`config.mk`:
```
export PLATFORM = sky130hd
export DESIGN_NAME = backup_ram
export DESIGN_NICKNAME = d
export VERILOG_FILES = /design/src/rtl/backup_ram_pkg.sv /design/src/rtl/backup_ram_ctrl.sv /design/src/rtl/backup_ram_dp.sv /design/src/rtl/backup_ram.sv
export SDC_FILE = /design/constraint.sdc
export NUM_CORES = 1
export LEC_CHECK = 0
export ABC_AREA = 1
export BUFFER_PORTS_ARGS = -buffer_cell sky130_fd_sc_hd__buf_2
export CAP_MARGIN = 10
export CORE_MARGIN = 1.5
export CORE_UTILIZATION = 50
export CTS_CLUSTER_SIZE = 30
export DETAILED_ROUTE_END_ITERATION = 12
export PLACE_DENSITY = 0.75
export SETUP_SLACK_MARGIN = 0.4
export SYNTH_ARGS = -nofsm -noshare
export SYNTH_HDL_FRONTEND = slang
export SYNTH_HIERARCHICAL = 1
export SYNTH_SLANG_ARGS = --single-unit
```
`constraint.sdc`:
```
create_clock -name clk -period 3.4 [get_ports clk]
set_clock_uncertainty 0.15 [all_clocks]
set_input_delay 0.17 -clock clk [delete_from_list [all_inputs] [get_ports clk]]
set_output_delay 0.17 -clock clk [all_outputs]
set_load 0.05 [all_outputs]
```
`src/rtl/backup_ram_pkg.sv`:
```
package backup_ram_pkg;
  localparam int NUM_BYTES = 114;
  localparam int MAP_SIZE  = 128;
  localparam int DATA_W    = 8;
  localparam int ADDR_W    = $clog2(MAP_SIZE);
  localparam int IDX_W     = $clog2(NUM_BYTES);
  localparam int BASE      = MAP_SIZE - NUM_BYTES;

  typedef struct packed {
    logic              wrEn;
    logic [IDX_W-1:0]  wrIdx;
    logic [DATA_W-1:0] wrData;
    logic              rdEn;
    logic [IDX_W-1:0]  rdIdx;
  } memStrobe_t;
endpackage

```
`src/rtl/backup_ram_ctrl.sv`:
```
module backup_ram_ctrl
  import backup_ram_pkg::*;
(
  input  logic              clk,
  input  logic              rstN,
  input  logic              powerFail,
  input  logic              onBattery,
  input  logic              wipeN,
  input  logic              hostEn,
  input  logic              hostWe,
  input  logic [ADDR_W-1:0] hostAddr,
  input  logic [DATA_W-1:0] hostWdata,
  output memStrobe_t        strobe,
  output logic              rtcSel
);
  localparam logic [IDX_W-1:0] LAST_IDX = IDX_W'(NUM_BYTES - 1);

  logic [1:0]       wipeSync;
  logic             wipePrev;
  logic             sweeping;
  logic [IDX_W-1:0] sweepIdx;
  logic             startWipe;
  logic             accessOk;
  logic             inRange;
  logic [ADDR_W-1:0] offset;
  logic [IDX_W-1:0] hostIdx;

  // two-stage synchroniser plus one history bit for the glitch filter
  always_ff @(posedge clk or negedge rstN) begin
    if (!rstN) begin
      wipeSync <= 2'b11;
      wipePrev <= 1'b1;
    end else begin
      wipeSync <= {wipeSync[0], wipeN};
      wipePrev <= wipeSync[1];
    end
  end

  assign startWipe = !wipeSync[1] && !wipePrev && onBattery && !sweeping;

  always_ff @(posedge clk or negedge rstN) begin
    if (!rstN) begin
      sweeping <= 1'b0;
      sweepIdx <= '0;
    end else if (startWipe) begin
      sweeping <= 1'b1;
      sweepIdx <= '0;
    end else if (sweeping) begin
      if (sweepIdx == LAST_IDX) sweeping <= 1'b0;
      else                      sweepIdx <= sweepIdx + 1'b1;
    end
  end

  assign accessOk = hostEn && !powerFail;
  assign inRange  = hostAddr >= ADDR_W'(BASE);
  assign offset   = hostAddr - ADDR_W'(BASE);
  assign hostIdx  = IDX_W'(offset);
  assign rtcSel   = accessOk && !inRange;

  always_comb begin
    strobe.wrEn   = sweeping || (accessOk && inRange && hostWe);
    strobe.wrIdx  = sweeping ? sweepIdx : hostIdx;
    strobe.wrData = sweeping ? '1 : hostWdata;
    strobe.rdEn   = accessOk && inRange && !hostWe;
    strobe.rdIdx  = hostIdx;
  end

  // a started sweep keeps running until the last byte
  a_r7_sweep_runs_on: assert property (@(posedge clk) disable iff (!rstN)
    (sweeping && sweepIdx != LAST_IDX) |=> sweeping);

  // the sweep visits consecutive bytes
  a_r4_sweep_steps: assert property (@(posedge clk) disable iff (!rstN)
    (sweeping && sweepIdx != LAST_IDX) |=> (sweepIdx == $past(sweepIdx) + 1'b1));

  // a sweep begins only after two low samples on battery
  a_r6_two_low_samples: assert property (@(posedge clk) disable iff (!rstN)
    $rose(sweeping) |-> $past(!wipeSync[1] && !wipePrev && onBattery));

  // during a sweep only 0xFF reaches the array
  a_r8_sweep_owns_write: assert property (@(posedge clk) disable iff (!rstN)
    (sweeping && hostEn && hostWe) |-> (strobe.wrData == '1 && strobe.wrIdx == sweepIdx));

  // no host-driven strobe while power fails
  a_r3_host_blocked: assert property (@(posedge clk) disable iff (!rstN)
    powerFail |-> (!strobe.rdEn && !rtcSel && (!strobe.wrEn || sweeping)));
endmodule

```
`src/rtl/backup_ram_dp.sv`:
```
module backup_ram_dp
  import backup_ram_pkg::*;
(
  input  logic              clk,
  input  logic              rstN,
  input  memStrobe_t        strobe,
  output logic [DATA_W-1:0] rdData,
  output logic              rdValid
);
  logic [DATA_W-1:0] mem [NUM_BYTES];

  // storage has no reset: contents survive rstN
  always_ff @(posedge clk) begin
    if (strobe.wrEn) mem[strobe.wrIdx] <= strobe.wrData;
  end

  always_ff @(posedge clk or negedge rstN) begin
    if (!rstN) begin
      rdValid <= 1'b0;
      rdData  <= '0;
    end else begin
      rdValid <= strobe.rdEn;
      if (strobe.rdEn) rdData <= mem[strobe.rdIdx];
    end
  end

  // every read request yields valid data one cycle later
  a_r1_read_latency: assert property (@(posedge clk) disable iff (!rstN)
    strobe.rdEn |=> rdValid);

  // no valid flag without a request
  a_r1_no_spurious_valid: assert property (@(posedge clk) disable iff (!rstN)
    !strobe.rdEn |=> !rdValid);
endmodule

```
`src/rtl/backup_ram.sv`:
```
module backup_ram
  import backup_ram_pkg::*;
(
  input  logic              clk,
  input  logic              rstN,
  input  logic              powerFail,
  input  logic              onBattery,
  input  logic              wipeN,
  input  logic              hostEn,
  input  logic              hostWe,
  input  logic [ADDR_W-1:0] hostAddr,
  input  logic [DATA_W-1:0] hostWdata,
  output logic [DATA_W-1:0] hostRdata,
  output logic              rdValid,
  output logic              rtcSel
);
  memStrobe_t strobe;

  backup_ram_ctrl i_ctrl (
    .clk(clk), .rstN(rstN), .powerFail(powerFail), .onBattery(onBattery),
    .wipeN(wipeN), .hostEn(hostEn), .hostWe(hostWe), .hostAddr(hostAddr),
    .hostWdata(hostWdata), .strobe(strobe), .rtcSel(rtcSel)
  );

  backup_ram_dp i_dp (
    .clk(clk), .rstN(rstN), .strobe(strobe),
    .rdData(hostRdata), .rdValid(rdValid)
  );

  // clock-register accesses never reach the array read path
  a_r2_rtc_excluded: assert property (@(posedge clk) disable iff (!rstN)
    rtcSel |=> !rdValid);
endmodule

```
Word-level counts from Yosys, hierarchy flattened
Memories as Yosys holds them, arrays and structs flattened. A register that Yosys moved wholly into a read port is not among the register bits.
Index checks and enable logic that the tools add are counted.

storage, ports and cells
  memories kept = 1
  output and inout bits = 10
  bits in registers = 12
  RAM bits = 912
  bits of input ports = 22

memory list
  memory    depth  bits a word  rd ports  clocked after Yosys merged registers in  write ports  RTL line             RTL
  i_dp.mem  114    8            1         1                                        1            backup_ram_dp.sv:10  logic [DATA_W-1:0] mem [NUM_BYTES];

operators by class
  reductions and logical operators = 18
  eq/ne operators = 2
  add/subtract/negate cells = 2
  mux-type cells = 10
  order comparisons = 1

operator list
  cell                   count
  $mux W7                4
  $logic_and A1 B1 Y1    8
  $mux W8                1
  $add A7 B1 Y7 const B  1
  $eq A7 B7 Y1 const B   1
  $ge A7 B4 Y1 const B   1
  $logic_not A1 Y1       7
  $sub A7 B4 Y7 const B  1
  $mux W1                5
  $ne A2 B1 Y1 const B   1
  $reduce_and A2 Y1      1
  $reduce_bool A2 Y1     1
  $logic_or A1 B1 Y1     1

Longest topological paths before layout
Gate-level depths: netlist (run 1).

  word-level depth = 7
  gate-level depth with buffers = 16
  mapped depth without buffers = 14

Hierarchy
Netlist (run 1), hierarchy kept.

by module, submodules not included
  module           area each (sq um)  instances  cells each
  backup_ram_dp    38220.4            1          3316
  backup_ram_ctrl  847.1              1          126

Worst setup path before layout (run 1)
No wires, ideal clock.

  path type = reg-to-reg
  from = register i_ctrl.sweeping
  to = memory i_dp.mem[66][0], enable pin
  library setup time = 0.395 ns
  cell stages (with the launch flop) = 7
  path buffers = 3
  path slack = 0.725 ns
  data arrival time = 2.130 ns
  data required time = 2.855 ns
  cells stage by stage = dfrtp_1 -> buf_4 -> buf_2 -> o21ai_0 -> clkbuf_1 -> inv_1 -> nor4_1

RTL lines
  element                 RTL line               RTL
  start, declared         backup_ram_ctrl.sv:20  logic sweeping;
  start signal, assigned  backup_ram_ctrl.sv:43  sweeping <= 1'b0;
  start signal, assigned  backup_ram_ctrl.sv:46  sweeping <= 1'b1;
  start signal, assigned  backup_ram_ctrl.sv:49  if (sweepIdx == LAST_IDX) sweeping <= 1'b0;
  end, declared           backup_ram_dp.sv:10

==> impl_metrics.tcl, run 1 <==
set metrics [dict create \
    required_ns 3.62 \
    cts_tree "yes" \
    crit_start "i_ctrl/sweeping" \
    ant_nets 0 \
    initial_core_util_pct 50.51 \
    port_buffers 31 \
    clkPwrFrac_pct 42.1 \
    nNetsFinal 3560 \
    vias_per_cell 5.714 \
    synth_cell_types 31 \
    wire_per_inst_um 21.40 \
    hpwl_um 59180 \
    synthCells 3442 \
    core_area_um2 77340 \
    synth_top_area_cell "edfxtp_1" \
    vias 26580 \
    n_antenna_cell 0 \
    ys.flop_type "edfxtp_1" \
    drc 0 \
    grt.total_usage_pct 24.92 \
    wirelength_um 99570 \
    cts_sinks 932 \
    hold_path_class "in -> reg" \
    outcome "finished, final reports clean" \
    synth_seq_cells 932 \
    combPwrFrac_pct 6.7 \
    synth.cell_area_um2 39070 \
    rows 102 \
    dr.first_iter.drc_count 3639 \
    maxSlewHeadroom_pct 19.58 \
    dieWidth_um 282.5 \
    area_growth_pct 12.62 \
    cp-start-kind "register" \
    swShare_pct 22.72 \
    fin_tns_setup_ns 0 \
    cts_root_buf "clkbuf_16" \
    cp_num_buf_inv 4 \
    cts_buffers 92 \
    fin_crit_sh_pct 86.86 \
    clk_latency_ns 0.64 \
    netlist.area_leader.share_pct 70.10 \
    synth.most_common_cell "nand2_1" \
    ys_top_cells_by_count "nand2_1, edfxtp_1, nand3_1" \
    fmax_mhz 338.6 \
    finalSetupViolations 0 \
    grt_max_degree 173 \
    cp.arrival_ns 3.17 \
    design.portCount 32 \
    grt_pass1_vias 25125 \
    clk_pin_slew_worst_paths_ns 0.06 \
    synthesis.nets 3467 \
    total_leakage_power_nw 15.55 \
    rsz0062_at_grt "yes" \
    die_height_um 282.5 \
    async_flop_share_pct 2.146 \
    dieArea_um2 79820 \
    synth_edf_count 912 \
    worstSetupEndpointType "register" \
    finalMaxSlewViolations 0 \
    reg2reg_setup_slack_ns 0.45 \
    worst_path_max_delay_cell "dfrtp_1" \
    clockBufferDepth 3 \
    path_class "reg -> reg" \
    critical_path.top_delay_family "buffers and inverters" \
    pwr-share-seq_pct 51.2 \
    ir_drop_mv 0.3969 \
    p_int_mw 18.85 \
    syn_area_per_cell_um2 11.35 \
    slowest_delay_ns 0.61 \
    drt_pass1_iterations 8 \
    gp_congestion 0.9923 \
    h-tree-depth 3 \
    critPathMaxFanout 12 \
    gr-total-overflow 0 \
    post-route-util_pct 56.89 \
    worst_pin_slew_ns 1.202 \
    cts_setup_buffers 0 \
    min-delay-start "wipeN" \
    p_sw_mw 5.542 \
    ys_warn_count 6 \
    ys_seq_area_share_pct 71.39 \
    timing.max_cap.violations 0 \
    cp_cell_sequence "inv_2 > nand2_1 > nand2_1 > inv_1 > nand4_1 > buf_4 > nor2_1 > buf_4" \
    period_minus_slack_ns 2.953 \
    total_power_mw 24.39 \
    antenna_found_initial 1 \
    synth_area_leaders "edfxtp_1, nand2_1, nand3_1" \
    power_density_nw_per_um2 554.4 \
    grt_pass1_wl_um 149200 \
    timing.rr.start "i_ctrl/sweeping" \
    drive_above_1_share_pct 10.66 \
    finalHoldViolations 0 \
]
## timing repair
item / in CTS / in global routing
setup endpoints to repair: 8 / 64
hold endpoints to repair: 57 / 0
hold buffers: 8 / 0
gates resized for setup: 1 / 8
## power groups by stage
stage	Sequential, mW	Combinational, mW	Clock (mW)
after detailed placement	12.7	1.58	0
final	12.5	1.63	10.3
after global placement	12.7	1.56	0
after global routing	12.5	1.74	10.8
after CTS	12.5	1.60	10.4
after floorplan	12.8	1.03	0
## final cells by class
class | count | area [µm²]
clock buffer | 106 | 2419
inverter | 126 | 494.2
tap | 1040 | 1301
timing repair buffer | 212 | 1844
clock inverter | 65 | 639.4
multi-input combinational | 2171 | 9412
sequential | 932 | 27890
fill | 6123 | 33340
## flip-flops by register name (all words and copies together), names as in the netlist
| register | flops |
|---|---|
| i_ctrl/wipePrev | 1 |
| i_dp/mem | 912 |
| i_ctrl/sweeping | 1 |
| i_dp/rdValid | 1 |
| i_dp/rdData | 8 |
| i_ctrl/wipeSync | 2 |
| i_ctrl/sweepIdx | 7 |
## stage by stage
| step | setup WS [ns] | instance area, µm² | cells | hold slack [ns] |
|---|---|---|---|---|
| 4_1_cts | 0.4656 | 43980 | 4652 | 0.003498 |
| 5_1_grt | 0.3726 | 44000 | 4652 | 0.03151 |
| 3_3_place_gp | 0.4419 | 40830 | 4473 | 0.04237 |
| 3_5_place_dp | 0.3777 | 40830 | 4473 | 0.04511 |
| 6_report | 0.4467 | 44000 | 4652 | 0.03075 |
| 2_1_floorplan | 0.7255 | 39070 | 3442 | -0.2756 |
## worst paths after layout
check | to | cells past startpoint
min in group asynchronous | i_ctrl/wipeSync[0] | 3
hold reg to reg | i_ctrl/wipeSync[1] | 0
max in group asynchronous | i_ctrl/sweeping | 4
setup / recovery | i_dp/mem[8][2] | 8
setup reg to reg | i_dp/mem[8][2] | 8
hold / removal | i_ctrl/wipeSync[0] | 2
## worst reg2reg max path, stage by stage (launching register included)
cell and delay (ns):
dfrtp_1 0.61, inv_2 0.19, nand2_1 0.11, nand2_1 0.13
inv_1 0.23, nand4_1 0.41, buf_4 0.40, nor2_1 0.25
buf_4 0.21
## placed cells by master (no fill, tap or decap), drive strengths merged
| cell type | instances |
|---|---|
| nand2 | 1146 |
| edfxtp | 912 |
| nand3 | 789 |
| buf | 204 |
| nor2 | 167 |
| inv | 127 |
| clkbuf | 106 |
| clkinv | 47 |
| o21ai | 29 |
| dfrtp | 17 |
| bufinv | 11 |
| nand4 | 9 |
| dlygate4sd3 | 8 |
| or2 | 8 |
| clkinvlp | 6 |
| nor4 | 6 |
| nor3 | 5 |
| o211ai | 4 |
| dfstp | 3 |
| ha | 3 |
| xnor2 | 2 |
| xor2 | 2 |
| a21oi | 1 |
## metal layers
| metal | vias up | track usage (%) | part of all wire (%) |
|---|---|---|---|
| met5 | - | 0 | 0.013 |
| li1 | 12079 | - | - |
| met1 | 12763 | 34.17 | 39 |
| met3 | 208 | 4.824 | 11 |
| met4 | 2 | 9.516 | 3.5 |
| met2 | 1528 | 39.56 | 47 |
## logic make-up after synthesis
kind of cell             synth area share (%)
AO/OA/AOI/OAI                          0.4612
XOR/XNOR                              0.08969
flip-flops                              71.39
buffers and inverters                   4.750
AND/OR/NAND/NOR                         23.21
adder cells (fa/ha/maj)               0.09609
No activity file was read; power rests on OpenSTA's default activity.
==> inputs of run 2 (changes only) <==
Settings changed: CORE_ASPECT_RATIO set to 0.9, CORE_MARGIN 1.5 to 5.
==> impl_metrics.tcl, run 2 (synthesized netlist as in run 1, its figures left out) <==
set metrics [dict create \
    fin_tns_setup_ns 0 \
    dr.first_iter.drc_count 3504 \
    total_leakage_power_nw 15.19 \
    fin_area_um2 43380 \
    clk_latency_ns 0.64 \
    min_path_cells 7 \
    design.portCount 32 \
    cts_tree "yes" \
    nNetsFinal 3512 \
    finalSetupViolations 0 \
    grt_max_degree 152 \
    maxSlewHeadroom_pct 25.79 \
    clockBufferDepth 3 \
    port_buffers 31 \
    timing.max_cap.violations 0 \
    hold_path_class "in -> reg" \
    cp.arrival_ns 3.01 \
    rows 97 \
    initial_core_util_pct 50.30 \
    drt_pass1_iterations 6 \
    cts_root_buf "clkbuf_16" \
    ir_drop_mv 0.4087 \
    finalMaxSlewViolations 0 \
    placement.cell_area_um2 40460 \
    die_height_um 275.2 \
    required_ns 3.51 \
    clk_pin_slew_worst_paths_ns 0.06 \
    drive_above_1_share_pct 9.004 \
    ant_nets 0 \
    cts_setup_buffers 0 \
    h-tree-depth 3 \
    finalHoldViolations 0 \
    multi_input_area_um2 9394 \
    outcome "finished, final reports clean" \
    largest_reg_flops 912 \
    vias_per_cell 5.767 \
    fin_crit_sh_pct 85.23 \
    grt.total_usage_pct 23.04 \
    wirelength_um 98250 \
    gr-total-overflow 0 \
    power_density_nw_per_um2 546.9 \
    critPathMaxFanout 8 \
    dieWidth_um 304.6 \
    cts_buffers 88 \
    mostFrequentLayoutCells "nand2_1, edfxtp_1, nand3_1" \
    wire_per_inst_um 21.39 \
    antenna_found_initial 1 \
    n_antenna_cell 0 \
    cts_sinks 932 \
    worst_pin_slew_ns 1.110 \
    final_common_cell "nand2_1" \
    fmax_mhz 345.1 \
    worstSetupEndpointType "register" \
    grt_pass1_vias 25226 \
    period_minus_slack_ns 2.898 \
    grt_pass1_wl_um 149700 \
    fin_hold_ws_ns 0.06651 \
    cp-start-kind "register" \
    nFillCells 6245 \
    area_growth_pct 11.04 \
    vias 26486 \
    rr_worst_depth 6 \
    rsz0062_at_grt "no" \
    core_area_um2 77670 \
    drc 0 \
    dieArea_um2 83830 \
    regArea_um2 27890 \
    gp_congestion 0.9012 \
    reg_top3 "i_dp/mem (912), i_dp/rdData (8), i_ctrl/sweepIdx (7)" \
    regMostFlops "i_dp/mem" \
    reg2reg_setup_slack_ns 0.50 \
    hpwl_um 58120 \
    path_class "reg -> reg" \
]
-- run 2: per-stage QoR --
stage | std cells | power, mW | worst slack [ns] | utilization (%)
2_1_floorplan | 3442 | 13.81 | 0.7255 | -
3_3_place_gp | 4427 | 14.27 | 0.4712 | 52.08
3_5_place_dp | 4427 | 14.29 | 0.4183 | 52.08
4_1_cts | 4593 | 23.79 | 0.3903 | 55.82
5_1_grt | 4593 | 24.46 | 0.4139 | 55.85
6_report | 4593 | 23.72 | 0.5022 | 55.85
-- run 2: worst paths after layout --
| check | startpoint | to |
|---|---|---|
| max | i_ctrl/sweeping | i_dp/mem[43][4] |
| min | hostAddr[6] | i_dp/rdData[7] |
| max reg2reg | i_ctrl/sweeping | i_dp/mem[43][4] |
| min reg2reg | i_ctrl/wipeSync[0] | i_ctrl/wipeSync[1] |
| max in group asynchronous | rstN | i_dp/rdData[5] |
| min in group asynchronous | rstN | i_ctrl/wipeSync[0] |
-- run 2: cell type report --
class	instances	share of cell area (%)
tap	1039	2.997
multi-input combinational	2171	21.65
sequential	932	64.29
timing repair buffer	168	3.438
clock inverter	48	0.9605
inverter	126	1.139
clock buffer	109	5.518
-- run 2: worst max-delay path, cell delays in order, from the launching register on --
cell	delay, ns
dfrtp_1	0.47
inv_2	0.12
o21ai_1	0.44
inv_1	0.09
nor2_1	0.26
nand2_1	0.35
nor2_1	0.63
-- run 2: report_power, final --
| part | switching, mW | internal (mW) | leakage [nW] | total [mW] |
|---|---|---|---|---|
| Sequential | 0.0505 | 12.4 | 7.00 | 12.5 |
| Clock | 4.11 | 5.51 | 1.38 | 9.62 |
| Combinational | 1.17 | 0.447 | 6.81 | 1.61 |
-- run 2: repair_timing --
item	in CTS	in global routing
endpoints found under the hold margin	42	0
hold buffers	9	0
endpoints found under the setup margin	8	304
gates resized for setup	1	10
-- run 2: metal layers --
| layer | global-route usage, % | wire length [µm] | up-vias |
|---|---|---|---|
| met5 | 0 | 0 | - |
| met3 | 5.296 | 12090 | 225 |
| met1 | 33.37 | 38380 | 12641 |
| li1 | - | - | 11984 |
| met4 | 8.148 | 3389 | 0 |
| met2 | 34.73 | 44400 | 1636 |
